`src/rtl/swi_pkg.sv`:
```
package swi_pkg;
  typedef enum logic {
    MODE_MACHINE    = 1'b0,
    MODE_SUPERVISOR = 1'b1
  } swi_mode_e;

  localparam int unsigned SWI_REG_BYTES = 4;
  localparam int unsigned SWI_DATA_W    = 32;
endpackage

```
`src/rtl/swi_rst_sync.sv`:
```
module swi_rst_sync (
  input  logic clk,
  input  logic rst_n,
  output logic rst_sync_n
);
  logic [1:0] sync_q;

  always_ff @(posedge clk or negedge rst_n) begin
    if (!rst_n) sync_q <= 2'b00;
    else        sync_q <= {sync_q[0], 1'b1};
  end

  assign rst_sync_n = sync_q[1];
endmodule

```
`src/rtl/swi_decode.sv`:
```
module swi_decode #(
  parameter int unsigned NUM_HARTS = 4,
  parameter int unsigned ADDR_W    = 12
) (
  input  logic                 clk,
  input  logic                 rst_n,
  input  logic                 bus_valid,
  input  logic                 bus_write,
  input  logic [ADDR_W-1:0]    bus_addr,
  input  logic [3:0]           bus_be,
  output logic [NUM_HARTS-1:0] wr_hit,
  output logic [NUM_HARTS-1:0] rd_hit,
  output logic                 rd_any
);
  localparam int unsigned IDX_W = ADDR_W - 2;

  logic [IDX_W-1:0]     word_idx;
  logic                 aligned;
  logic                 mapped;
  logic [NUM_HARTS-1:0] hit;

  assign word_idx = bus_addr[ADDR_W-1:2];
  assign aligned  = (bus_addr[1:0] == 2'b00) && (bus_be == 4'b1111);
  assign mapped   = (32'(word_idx) < 32'(NUM_HARTS));

  for (genvar h = 0; h < NUM_HARTS; h++) begin : g_hit
    assign hit[h] = bus_valid && aligned && mapped && (word_idx == IDX_W'(h));
  end

  assign wr_hit = bus_write  ? hit : '0;
  assign rd_hit = !bus_write ? hit : '0;
  assign rd_any = bus_valid && !bus_write;

  // at most one hart register selected per access
  assert_single_select_R1: assert property (@(posedge clk) disable iff (!rst_n)
    $onehot0(hit));

  // a misaligned or partial access selects no register
  assert_illegal_no_hit_R7: assert property (@(posedge clk) disable iff (!rst_n)
    (bus_addr[1:0] != 2'b00 || bus_be != 4'b1111) |-> (hit == '0));
endmodule

```
`src/rtl/swi_pend_cell.sv`:
```
module swi_pend_cell #(
  parameter swi_pkg::swi_mode_e MODE = swi_pkg::MODE_MACHINE
) (
  input  logic clk,
  input  logic rst_n,
  input  logic wr_en,
  input  logic wr_bit,
  input  logic ext_clr,
  output logic pend
);
  logic pend_en;
  logic pend_d;

  if (MODE == swi_pkg::MODE_MACHINE) begin : g_machine
    always_comb begin
      pend_en = wr_en;
      pend_d  = wr_bit;
    end

    // the line only falls after a bus write of zero
    assert_fall_by_write_R3: assert property (@(posedge clk) disable iff (!rst_n)
      $fell(pend) |-> $past(wr_en && !wr_bit));
  end else begin : g_supervisor
    always_comb begin
      pend_en = (wr_en && wr_bit) || ext_clr;
      pend_d  = wr_en && wr_bit;
    end

    // the line only falls after the external clear
    assert_fall_by_clear_R9: assert property (@(posedge clk) disable iff (!rst_n)
      $fell(pend) |-> $past(ext_clr));

    // a set in the same cycle as a clear wins
    assert_set_wins_R9: assert property (@(posedge clk) disable iff (!rst_n)
      (wr_en && wr_bit && ext_clr) |=> pend);
  end

  always_ff @(posedge clk or negedge rst_n) begin
    if (!rst_n)       pend <= 1'b0;
    else if (pend_en) pend <= pend_d;
  end

  // the line only rises after a set write
  assert_rise_by_set_R2: assert property (@(posedge clk) disable iff (!rst_n)
    $rose(pend) |-> $past(wr_en && wr_bit));
endmodule

```
`src/rtl/swi_bank.sv`:
```
module swi_bank #(
  parameter int unsigned        NUM_HARTS = 4,
  parameter int unsigned        ADDR_W    = 12,
  parameter swi_pkg::swi_mode_e MODE      = swi_pkg::MODE_MACHINE
) (
  input  logic                 clk,
  input  logic                 rst_n,
  input  logic                 bus_valid,
  input  logic                 bus_write,
  input  logic [ADDR_W-1:0]    bus_addr,
  input  logic [3:0]           bus_be,
  input  logic [31:0]          bus_wdata,
  output logic [31:0]          bus_rdata,
  input  logic [NUM_HARTS-1:0] hart_clr,
  output logic [NUM_HARTS-1:0] hart_irq
);
  localparam int unsigned DW = swi_pkg::SWI_DATA_W;

  logic                 rst_sync_n;
  logic [NUM_HARTS-1:0] wr_hit;
  logic [NUM_HARTS-1:0] rd_hit;
  logic                 rd_any;
  logic [NUM_HARTS-1:0] pend;
  logic [DW-1:0]        rdata_d;
  logic                 rdata_en;

  swi_rst_sync u_rst (
    .clk        (clk),
    .rst_n      (rst_n),
    .rst_sync_n (rst_sync_n)
  );

  swi_decode #(.NUM_HARTS(NUM_HARTS), .ADDR_W(ADDR_W)) u_dec (
    .clk       (clk),
    .rst_n     (rst_sync_n),
    .bus_valid (bus_valid),
    .bus_write (bus_write),
    .bus_addr  (bus_addr),
    .bus_be    (bus_be),
    .wr_hit    (wr_hit),
    .rd_hit    (rd_hit),
    .rd_any    (rd_any)
  );

  for (genvar h = 0; h < NUM_HARTS; h++) begin : g_cell
    swi_pend_cell #(.MODE(MODE)) u_cell (
      .clk     (clk),
      .rst_n   (rst_sync_n),
      .wr_en   (wr_hit[h]),
      .wr_bit  (bus_wdata[0]),
      .ext_clr (hart_clr[h]),
      .pend    (pend[h])
    );
  end

  assign hart_irq = pend;

  if (MODE == swi_pkg::MODE_MACHINE) begin : g_rd_machine
    always_comb begin
      rdata_d = '0;
      rdata_d[0] = |(rd_hit & pend);
    end
  end else begin : g_rd_supervisor
    always_comb rdata_d = '0;
  end

  assign rdata_en = rd_any;

  always_ff @(posedge clk or negedge rst_sync_n) begin
    if (!rst_sync_n)   bus_rdata <= '0;
    else if (rdata_en) bus_rdata <= rdata_d;
  end

  // only bit 0 of the read data can ever be set
  assert_rdata_upper_zero_R5: assert property (@(posedge clk) disable iff (!rst_sync_n)
    bus_rdata[DW-1:1] == '0);

  // supervisor variant never returns a nonzero read
  assert_sup_reads_zero_R6: assert property (@(posedge clk) disable iff (!rst_sync_n)
    (MODE == swi_pkg::MODE_SUPERVISOR) |-> (bus_rdata == '0));

  // an access that writes nothing leaves the lines unchanged unless a clear acts
  assert_no_write_stable_R7: assert property (@(posedge clk) disable iff (!rst_sync_n)
    (wr_hit == '0 && hart_clr == '0) |=> $stable(hart_irq));
endmodule

```
`config.mk`:
```
export PLATFORM = sky130hd
export DESIGN_NAME = swi_bank
export DESIGN_NICKNAME = d
export VERILOG_FILES = /design/src/rtl/swi_pkg.sv /design/src/rtl/swi_rst_sync.sv /design/src/rtl/swi_decode.sv /design/src/rtl/swi_pend_cell.sv /design/src/rtl/swi_bank.sv
export SDC_FILE = /design/constraint.sdc
export NUM_CORES = 1
export LEC_CHECK = 0
export ABC_AREA = 0
export BUFFER_PORTS_ARGS = -buffer_cell sky130_fd_sc_hd__buf_2
export CAP_MARGIN = 40
export CORE_MARGIN = 2
export CORE_UTILIZATION = 30
export DETAILED_ROUTE_END_ITERATION = 7
export GPL_ROUTABILITY_DRIVEN = 0
export PLACE_DENSITY = 0.79
export SYNTH_ARGS = -nofsm -noshare
export SYNTH_HDL_FRONTEND = slang
export SYNTH_HIERARCHICAL = 1
export SYNTH_SLANG_ARGS = --single-unit
export TNS_END_PERCENT = 10
```
`constraint.sdc`:
```
create_clock -name clk -period 0.8 [get_ports clk]
set_input_delay 0.08 -clock clk [delete_from_list [all_inputs] [get_ports clk]]
set_output_delay 0.08 -clock clk [all_outputs]
set_load 0.05 [all_outputs]
```
==> metrics.md, run 1 <==
| Metric | Value |
|---|---|
| Outcome | `finished, violations left` |
| Failing checks | `negative setup slack` |
| Maximum number of pins on one net before global-route repair | `6` |
| Die outline area | `approximately 0.0027 sq mm` |
| Total Routing Usage GR | `0.0952` |
| Number of enable-type register cells in the synthesized netlist | `0` |
| Clock power frac | `0.265` |
| Crit end category | `flop` |
| Setup slack, reg-to-reg | `-0.02 ns` |
| Cell taking the most area after synthesis | `sky130_fd_sc_hd__buf_4` |
| Post-Syn Instances | `67` |
| Number of cells in the finished layout apart from fillers | `126` |
| Comb power frac | `0.415` |
| Util after Layout | `0.390` |
| Post-synth top area share | `0.343` |
| Routed vias/inst | `~3.8` |
| Ordered list of cells on the worst path | `buf_6, nor4b_4, nand4_2, nor2_2, mux2_4` |
| Worst-case clock buffer depth | `2` |
| Number of levels the H-tree was split into | `1` |
| Final wirelength | `between 1000 and 1500 microns` |
| Vias after detailed routing | `about 480` |
| Iter 0 DRT Violations | `5` |
| Number of nets still failing antenna checks after routing | `0` |
| Vias in the first global route | `around 460` |
| Peak supply drop | `between 400 and 500 uV` |
| Reg clk slew, reported paths | `roughly 0.05 ns` |
| Total net switching power | `0.000535 W` |
| Number of antenna violations at the first check in global routing | `0` |
| Most common cell in the netlist | `sky130_fd_sc_hd__buf_4` |
| Share of synthesized area occupied by flip-flops and latches | `0.258` |
| Synthesis Warnings | `6` |
| Critical path launch point type | `primary input` |
| Horizontal extent of the die | `a little over 50 microns` |
| WL/cell | `roughly 9 microns` |
| Final cycle utilization of the critical path | `1.29` |
| Data required time at the worst endpoint | `~0.94 ns` |
| Standard cell area after detailed placement | `roughly 740 sq um` |
| Fin crit period | `1.03 ns` |
| Fraction of final layout cells sized beyond drive strength 1 | `0.480` |
| Setup repair after global routing missed its margin | `yes` |
| Final worst-path setup slack | `-0.231 ns` |
| Clock latency at the later pin of the worst-skew pair | `about 0.25 ns` |
| Count of buffers added by post-CTS timing repair for setup | `0` |
| Port-buffer cells | `25` |
| Final HPWL DP | `roughly 1000 microns` |
| Standby leakage power | `roughly 0.45 nW` |
| Leading cell types by total area after synthesis | `sky130_fd_sc_hd__buf_4 34%, sky130_fd_sc_hd__dfrtp_1 26%, sky130_fd_sc_hd__mux2_4 8.9%` |
| DRC | `0` |
| Top_reg_cell synth | `sky130_fd_sc_hd__dfrtp_1` |
| Cell type of the slowest stage on the worst timing path | `sky130_fd_sc_hd__nor4b_4` |
| Net count of the finished layout | `155` |
| Final hold vios | `0` |
| Area growth from synthesis to layout | `24.7%` |
| Switching part of the total power | `0.455` |
| Number of synthesized register bits | `7` |
| Most frequent cells after synthesis | `31 x sky130_fd_sc_hd__buf_4, 7 x sky130_fd_sc_hd__dfrtp_1, 7 x sky130_fd_sc_hd__nor2_1` |
| Max stage delay on crit path | `about 0.31 ns` |
| Number of pins exceeding their max-slew limit in the final report | `0` |
| Total gr overflow | `0` |
| Non-Filler Cell Area, Final | `about 850 sq um` |
| CORE AREA | `around 0.0022 sq mm` |
| Data arrival time at the worst-slack endpoint | `roughly 1.2 ns` |
| Clock tree from TritonCTS | `done` |
| Number of distinct library cells after synthesis | `16` |
| Die outline height | `roughly 52 microns` |
| Share of synthesized flip-flops with an asynchronous set or reset | `1.00` |
| TritonCTS Buffers | `3` |
| Initial core utilization | `0.313` |
| CP max FO | `4` |
| I/O pin cnt | `92` |
| Rows | `17` |
| Total instance count after detailed placement | `121` |
| Average size of a mapped cell | `slightly above 10 sq um` |
| Global-route wire length before repair | `approximately 1800 microns` |
| Clock tree sinks | `7` |
| Tightest Hold Check Type | `reg2async` |
| Post-route clock skew | `roughly 0.0029 ns` |
| Sequential group share of total power | `0.320` |
| Int Power | `approximately 0.00064 W` |
| Clock Tree Root | `sky130_fd_sc_hd__clkbuf_4` |
| Antenna diode instance count | `0` |
| Final-layout fill cell count | `approximately 230` |
| Cell area power density | `approximately 1400 mW/mm^2` |
| Cell type group with the largest total delay on the critical path | `simple AND/OR/NAND/NOR gates` |
| Type of the worst setup path | `in2reg` |
| Number of failing setup endpoints in the final timing report | `10` |
| Maximum Capacitance Violations | `0` |
| Post-synthesis instance area | `between 600 and 700 sq um` |
| Max Clk Rate | `around 0.97 GHz` |
| Final-layout setup total negative slack | `-1.50 ns` |
| Number of buffer and inverter instances along the worst setup path | `1` |
| Count of TritonRoute iterations in the first routing pass | `4` |
-- final timing paths --
kind / start / endpoint / cells after the start
setup / recovery: bus_addr[11] / g_cell[0].u_cell/pend / 5
hold / removal: u_rst/sync_q[1] / g_cell[1].u_cell/pend / 0
setup reg to reg: g_cell[0].u_cell/pend / bus_rdata[0] / 2
hold reg to reg: u_rst/sync_q[1] / g_cell[1].u_cell/pend / 0
max in group asynchronous: u_rst/sync_q[1] / g_cell[3].u_cell/pend / 0
min in group clk: bus_wdata[0] / g_cell[0].u_cell/pend / 2
-- area by class of cell --
cell class,count,area [sq um],share of cell area
flip-flops and latches,7,175,0.207
clock buffers,3,22.5,0.0266
repair buffers,28,206,0.244
multi-input cells,59,402,0.475
well taps,28,35.0,0.0414
clock inverters,1,5.00,0.00592
-- cells by family after synthesis --
group / count (synthesis) / share of synthesized area
mux: 4 / 0.0886
compound gates: 3 / 0.0314
other cells: 2 / 0.0111
buf+inv: 31 / 0.343
simple gates: 20 / 0.268
flops: 7 / 0.258
-- through the flow --
step	setup slack, ns	power, W	hold WS [ns]
4_1_cts	-0.222	0.00118	0.0835
6_report	-0.231	0.00118	0.0813
3_3_place_gp	-0.489	0.000833	-0.134
5_1_grt	-0.273	0.00124	0.112
2_1_floorplan	-0.320	0.000869	-0.216
3_5_place_dp	-0.514	0.000839	-0.134
-- layer usage --
layer  up-vias  global-route usage  share of wire  routed length [microns]
met5         -                   0              0                        0
met4         0              0.0658          0.023                       25
met3         2              0.0345           0.10                      114
met2        32               0.171           0.54                      597
met1       218              0.0886           0.33                      368
li1        225                   -              -                        -
-- sequential cells by signal, indices dropped and copies added, names as in the netlist --
signal              flops
bus_rdata               1
u_rst/sync_q            2
g_cell.u_cell/pend      4
-- timing repair --
action,4_1_cts,5_1_grt
endpoints found under the setup margin,10,10
hold buffers,1,0
endpoints found under the hold margin,2,0
resized for setup,14,1
pin swaps,1,1
-- placed cells by master (no fill, tap or decap), drive strengths merged --
master / instances
a22oi: 2
a31oi: 1
and4bb: 2
buf: 27
clkbuf: 3
clkinv: 1
conb: 32
dfrtp: 7
dlygate4sd3: 1
mux2: 4
nand2: 1
nand2b: 2
nand4: 2
nor2: 7
nor2b: 1
nor3: 2
nor4b: 3
-- power groups by stage --
stage | Sequential, W | Clock (W) | Combinational, W
finish | 0.000376 | 0.000311 | 0.000488
global route | 0.000378 | 0.000346 | 0.000513
CTS | 0.000376 | 0.000322 | 0.000483
detailed placement | 0.000381 | 0 | 0.000458
global placement | 0.000380 | 0 | 0.000453
floorplan | 0.000399 | 0 | 0.000470
Power figures use the tool's default switching activity.
==> inputs of run 2 (changes only) <==
HOLD_SLACK_MARGIN = 0.15   (was not set)
==> run 2 against run 1 <==
Against the previous run:
- the run still ends with negative setup slack left
- worst setup slack got worse by 0.00057 ns
- sequential cell count did not move
- worst hold slack got worse by 0.0030 ns
- critical endpoint unchanged
- largest cell class unchanged
- highest routed layer unchanged
==> metrics.md, run 2 (synthesis gave the netlist of run 1 again) <==
| Metric | Value |
|---|---|
| Net count of the finished layout | `156 (+0.65%)` |
| Antenna diode instance count | `0 (unchanged)` |
| Number of failing setup endpoints in the final timing report | `10 (unchanged)` |
| R2R Path Start | `g_cell[0].u_cell/pend` |
| Total gr overflow | `0 (unchanged)` |
| Vias after detailed routing | `478 (+0.21%)` |
| Number of buffer and inverter instances along the worst setup path | `1 (unchanged)` |
| Smallest hold slack | `0.0783 ns (-0.00303 ns)` |
| Rows | `17 (unchanged)` |
| Maximum Capacitance Violations | `0 (unchanged)` |
| Setup repair after global routing missed its margin | `yes` |
| Maximum number of pins on one net before global-route repair | `6 (unchanged)` |
| Setup slack, reg-to-reg | `-0.02 ns (about the same)` |
| Overall power | `0.00117 W (about the same)` |
| Global-route wire length before repair | `1840 microns (unchanged)` |
| Total of hold buffers inserted after clock tree synthesis | `2 (+1)` |
| Fraction of final layout cells sized beyond drive strength 1 | `0.475 (-0.00484)` |
| CORE AREA | `0.00217 sq mm (unchanged)` |
| Critical path launch point type | `primary input` |
| Count of TritonRoute iterations in the first routing pass | `3 (-1)` |
| WL/cell | `8.70 microns (-0.88%)` |
| Cell type group with the largest total delay on the critical path | `simple AND/OR/NAND/NOR gates` |
| Leading cell types in the layout, fill and taps excluded | `32 x sky130_fd_sc_hd__conb_1, 16 x sky130_fd_sc_hd__buf_2, 9 x sky130_fd_sc_hd__buf_6` |
| Routed vias/inst | `3.76 (-0.58%)` |
| Initial core utilization | `0.313 (unchanged)` |
| Port-buffer cells | `25 (unchanged)` |
| Crit end category | `flop` |
| Area growth from synthesis to layout | `26.2%` |
| Max stage delay on crit path | `0.31 ns (about the same)` |
| Regs by FF count | `g_cell.u_cell/pend x4, u_rst/sync_q x2, bus_rdata x1` |
| Number of nets still failing antenna checks after routing | `0 (unchanged)` |
| Vias in the first global route | `455 (unchanged)` |
| TritonCTS Buffers | `3 (unchanged)` |
| Outcome | `finished, violations left` |
| Ordered list of cells on the worst path | `buf_6, nor4b_4, nand4_2, nor2_2, mux2_4` |
| Clock tree sinks | `7 (unchanged)` |
| Fin crit period | `1.03 ns (+0.000565 ns)` |
| Final wirelength | `1110 microns (about the same)` |
| Launch point of the worst path | `bus_addr[11]` |
| Util after Layout | `0.394 (+0.00461)` |
| Standby leakage power | `0.449 nW (+0.94%)` |
| Data required time at the worst endpoint | `0.93 ns (about the same)` |
| End point of the critical path | `g_cell[0].u_cell/pend` |
| Worst-case clock buffer depth | `2 (unchanged)` |
| Tightest Hold Check Type | `reg2async` |
| CP max FO | `4 (unchanged)` |
| Number of stages on the worst setup path | `5 (unchanged)` |
| Final cycle utilization of the critical path | `1.29 (about the same)` |
| Total Routing Usage GR | `0.0952 (unchanged)` |
| Post-route clock skew | `0.00428 ns (+0.00134 ns)` |
| Area taken by flip-flops and latches | `175 sq um (unchanged)` |
| Cell area power density | `1370 mW/mm^2 (-1.2%)` |
| I/O pin cnt | `92 (unchanged)` |
| Clock latency at the later pin of the worst-skew pair | `0.25 ns (about the same)` |
| Number of cells in the finished layout apart from fillers | `127 (+0.79%)` |
| Data arrival time at the worst-slack endpoint | `1.17 ns (about the same)` |
| Max Clk Rate | `0.969 GHz (about the same)` |
| Cell count of the worst reg-to-reg path | `2 (unchanged)` |
| Max reg flops | `4 (unchanged)` |
| Number of levels the H-tree was split into | `1 (unchanged)` |
| Die outline height | `51.5 microns (unchanged)` |
| Peak supply drop | `469 uV (about the same)` |
| Clock Tree Root | `sky130_fd_sc_hd__clkbuf_4` |
| Critical register-to-register path endpoint | `bus_rdata[0]` |
| Final-layout setup total negative slack | `-1.52 ns (-0.0104 ns)` |
| Horizontal extent of the die | `51.5 microns (unchanged)` |
| Type of the worst setup path | `in2reg` |
| Failing checks | `negative setup slack` |
| Total instance count after detailed placement | `121 (unchanged)` |
| Most flops, register | `g_cell.u_cell/pend` |
| Final hold vios | `0 (unchanged)` |
| Number of antenna violations at the first check in global routing | `0 (unchanged)` |
| Die outline area | `0.00266 sq mm (unchanged)` |
| DRC | `0 (unchanged)` |
| Final HPWL DP | `1010 microns (unchanged)` |
| Iter 0 DRT Violations | `5 (unchanged)` |
| Count of buffers added by post-CTS timing repair for setup | `0 (unchanged)` |
| Final-layout fill cell count | `227 (-0.44%)` |
| Number of pins exceeding their max-slew limit in the final report | `0 (unchanged)` |
| Final worst-path setup slack | `-0.232 ns (-0.000565 ns)` |
| Commonest non-fill, non-tap cell in the layout | `sky130_fd_sc_hd__conb_1` |
| Clock tree from TritonCTS | `done` |
| Combined area of the multi-input logic cells | `402 sq um (unchanged)` |
| Reg clk slew, reported paths | `0.05 ns (about the same)` |
| Cell type of the slowest stage on the worst timing path | `sky130_fd_sc_hd__nor4b_4` |
run 2: cell count changes in the layout (fill, tap and decap cells not counted):
cell / previous run / this run
sky130_fd_sc_hd__dlygate4sd3_1: 1 / 2
run 2: repair_timing:
action,in CTS,in global routing
pin swaps,1,1
endpoints found under the setup margin,10,10
endpoints found under the hold margin,11,9
gates resized for setup,14,1
run 2: per-layer routing:
metal / share of wire / wire length [microns] / vias up / GRT usage
li1: - / - / 229 / -
met1: 0.35 / 384 / 217 / 0.0886
met2: 0.54 / 592 / 30 / 0.171
met3: 0.093 / 103 / 2 / 0.0345
met4: 0.023 / 25 / 0 / 0.0658
met5: 0 / 0 / - / 0
run 2: stage by stage:
step / setup WS [ns] / area, sq um
finish: -0.232 / 856
global route: -0.273 / 856
CTS: -0.222 / 850
detailed placement: -0.514 / 743
global placement: -0.489 / 743
floorplan: -0.320 / 801
run 2: worst min path at each step:
| stage | from | cells after the start | end |
|---|---|---|---|
| floorplan | rst_n | 0 | u_rst/sync_q[0] |
| detailed placement | rst_n | 1 | u_rst/sync_q[0] |
| CTS | u_rst/sync_q[1] | 0 | g_cell[1].u_cell/pend |
| global route | u_rst/sync_q[1] | 0 | g_cell[1].u_cell/pend |
| finish | u_rst/sync_q[1] | 0 | g_cell[1].u_cell/pend |
| global placement | rst_n | 1 | u_rst/sync_q[1] |
run 2: where the power goes:
| group | internal, W | switching, W |
|---|---|---|
| sequential | 0.000366 | 0.0000103 |
| clock | 0.000182 | 0.000125 |
| combinational | 0.0000956 | 0.000396 |
run 2: cell type report:
| type | count | area share |
|---|---|---|
| Timing Repair Buffer | 29 | 0.253 |
| Sequential cell | 7 | 0.205 |
| Clock inverter | 1 | 0.00585 |
| Tap cell | 28 | 0.0409 |
| Clock buffer | 3 | 0.0263 |
| Multi-Input combinational cell | 59 | 0.469 |
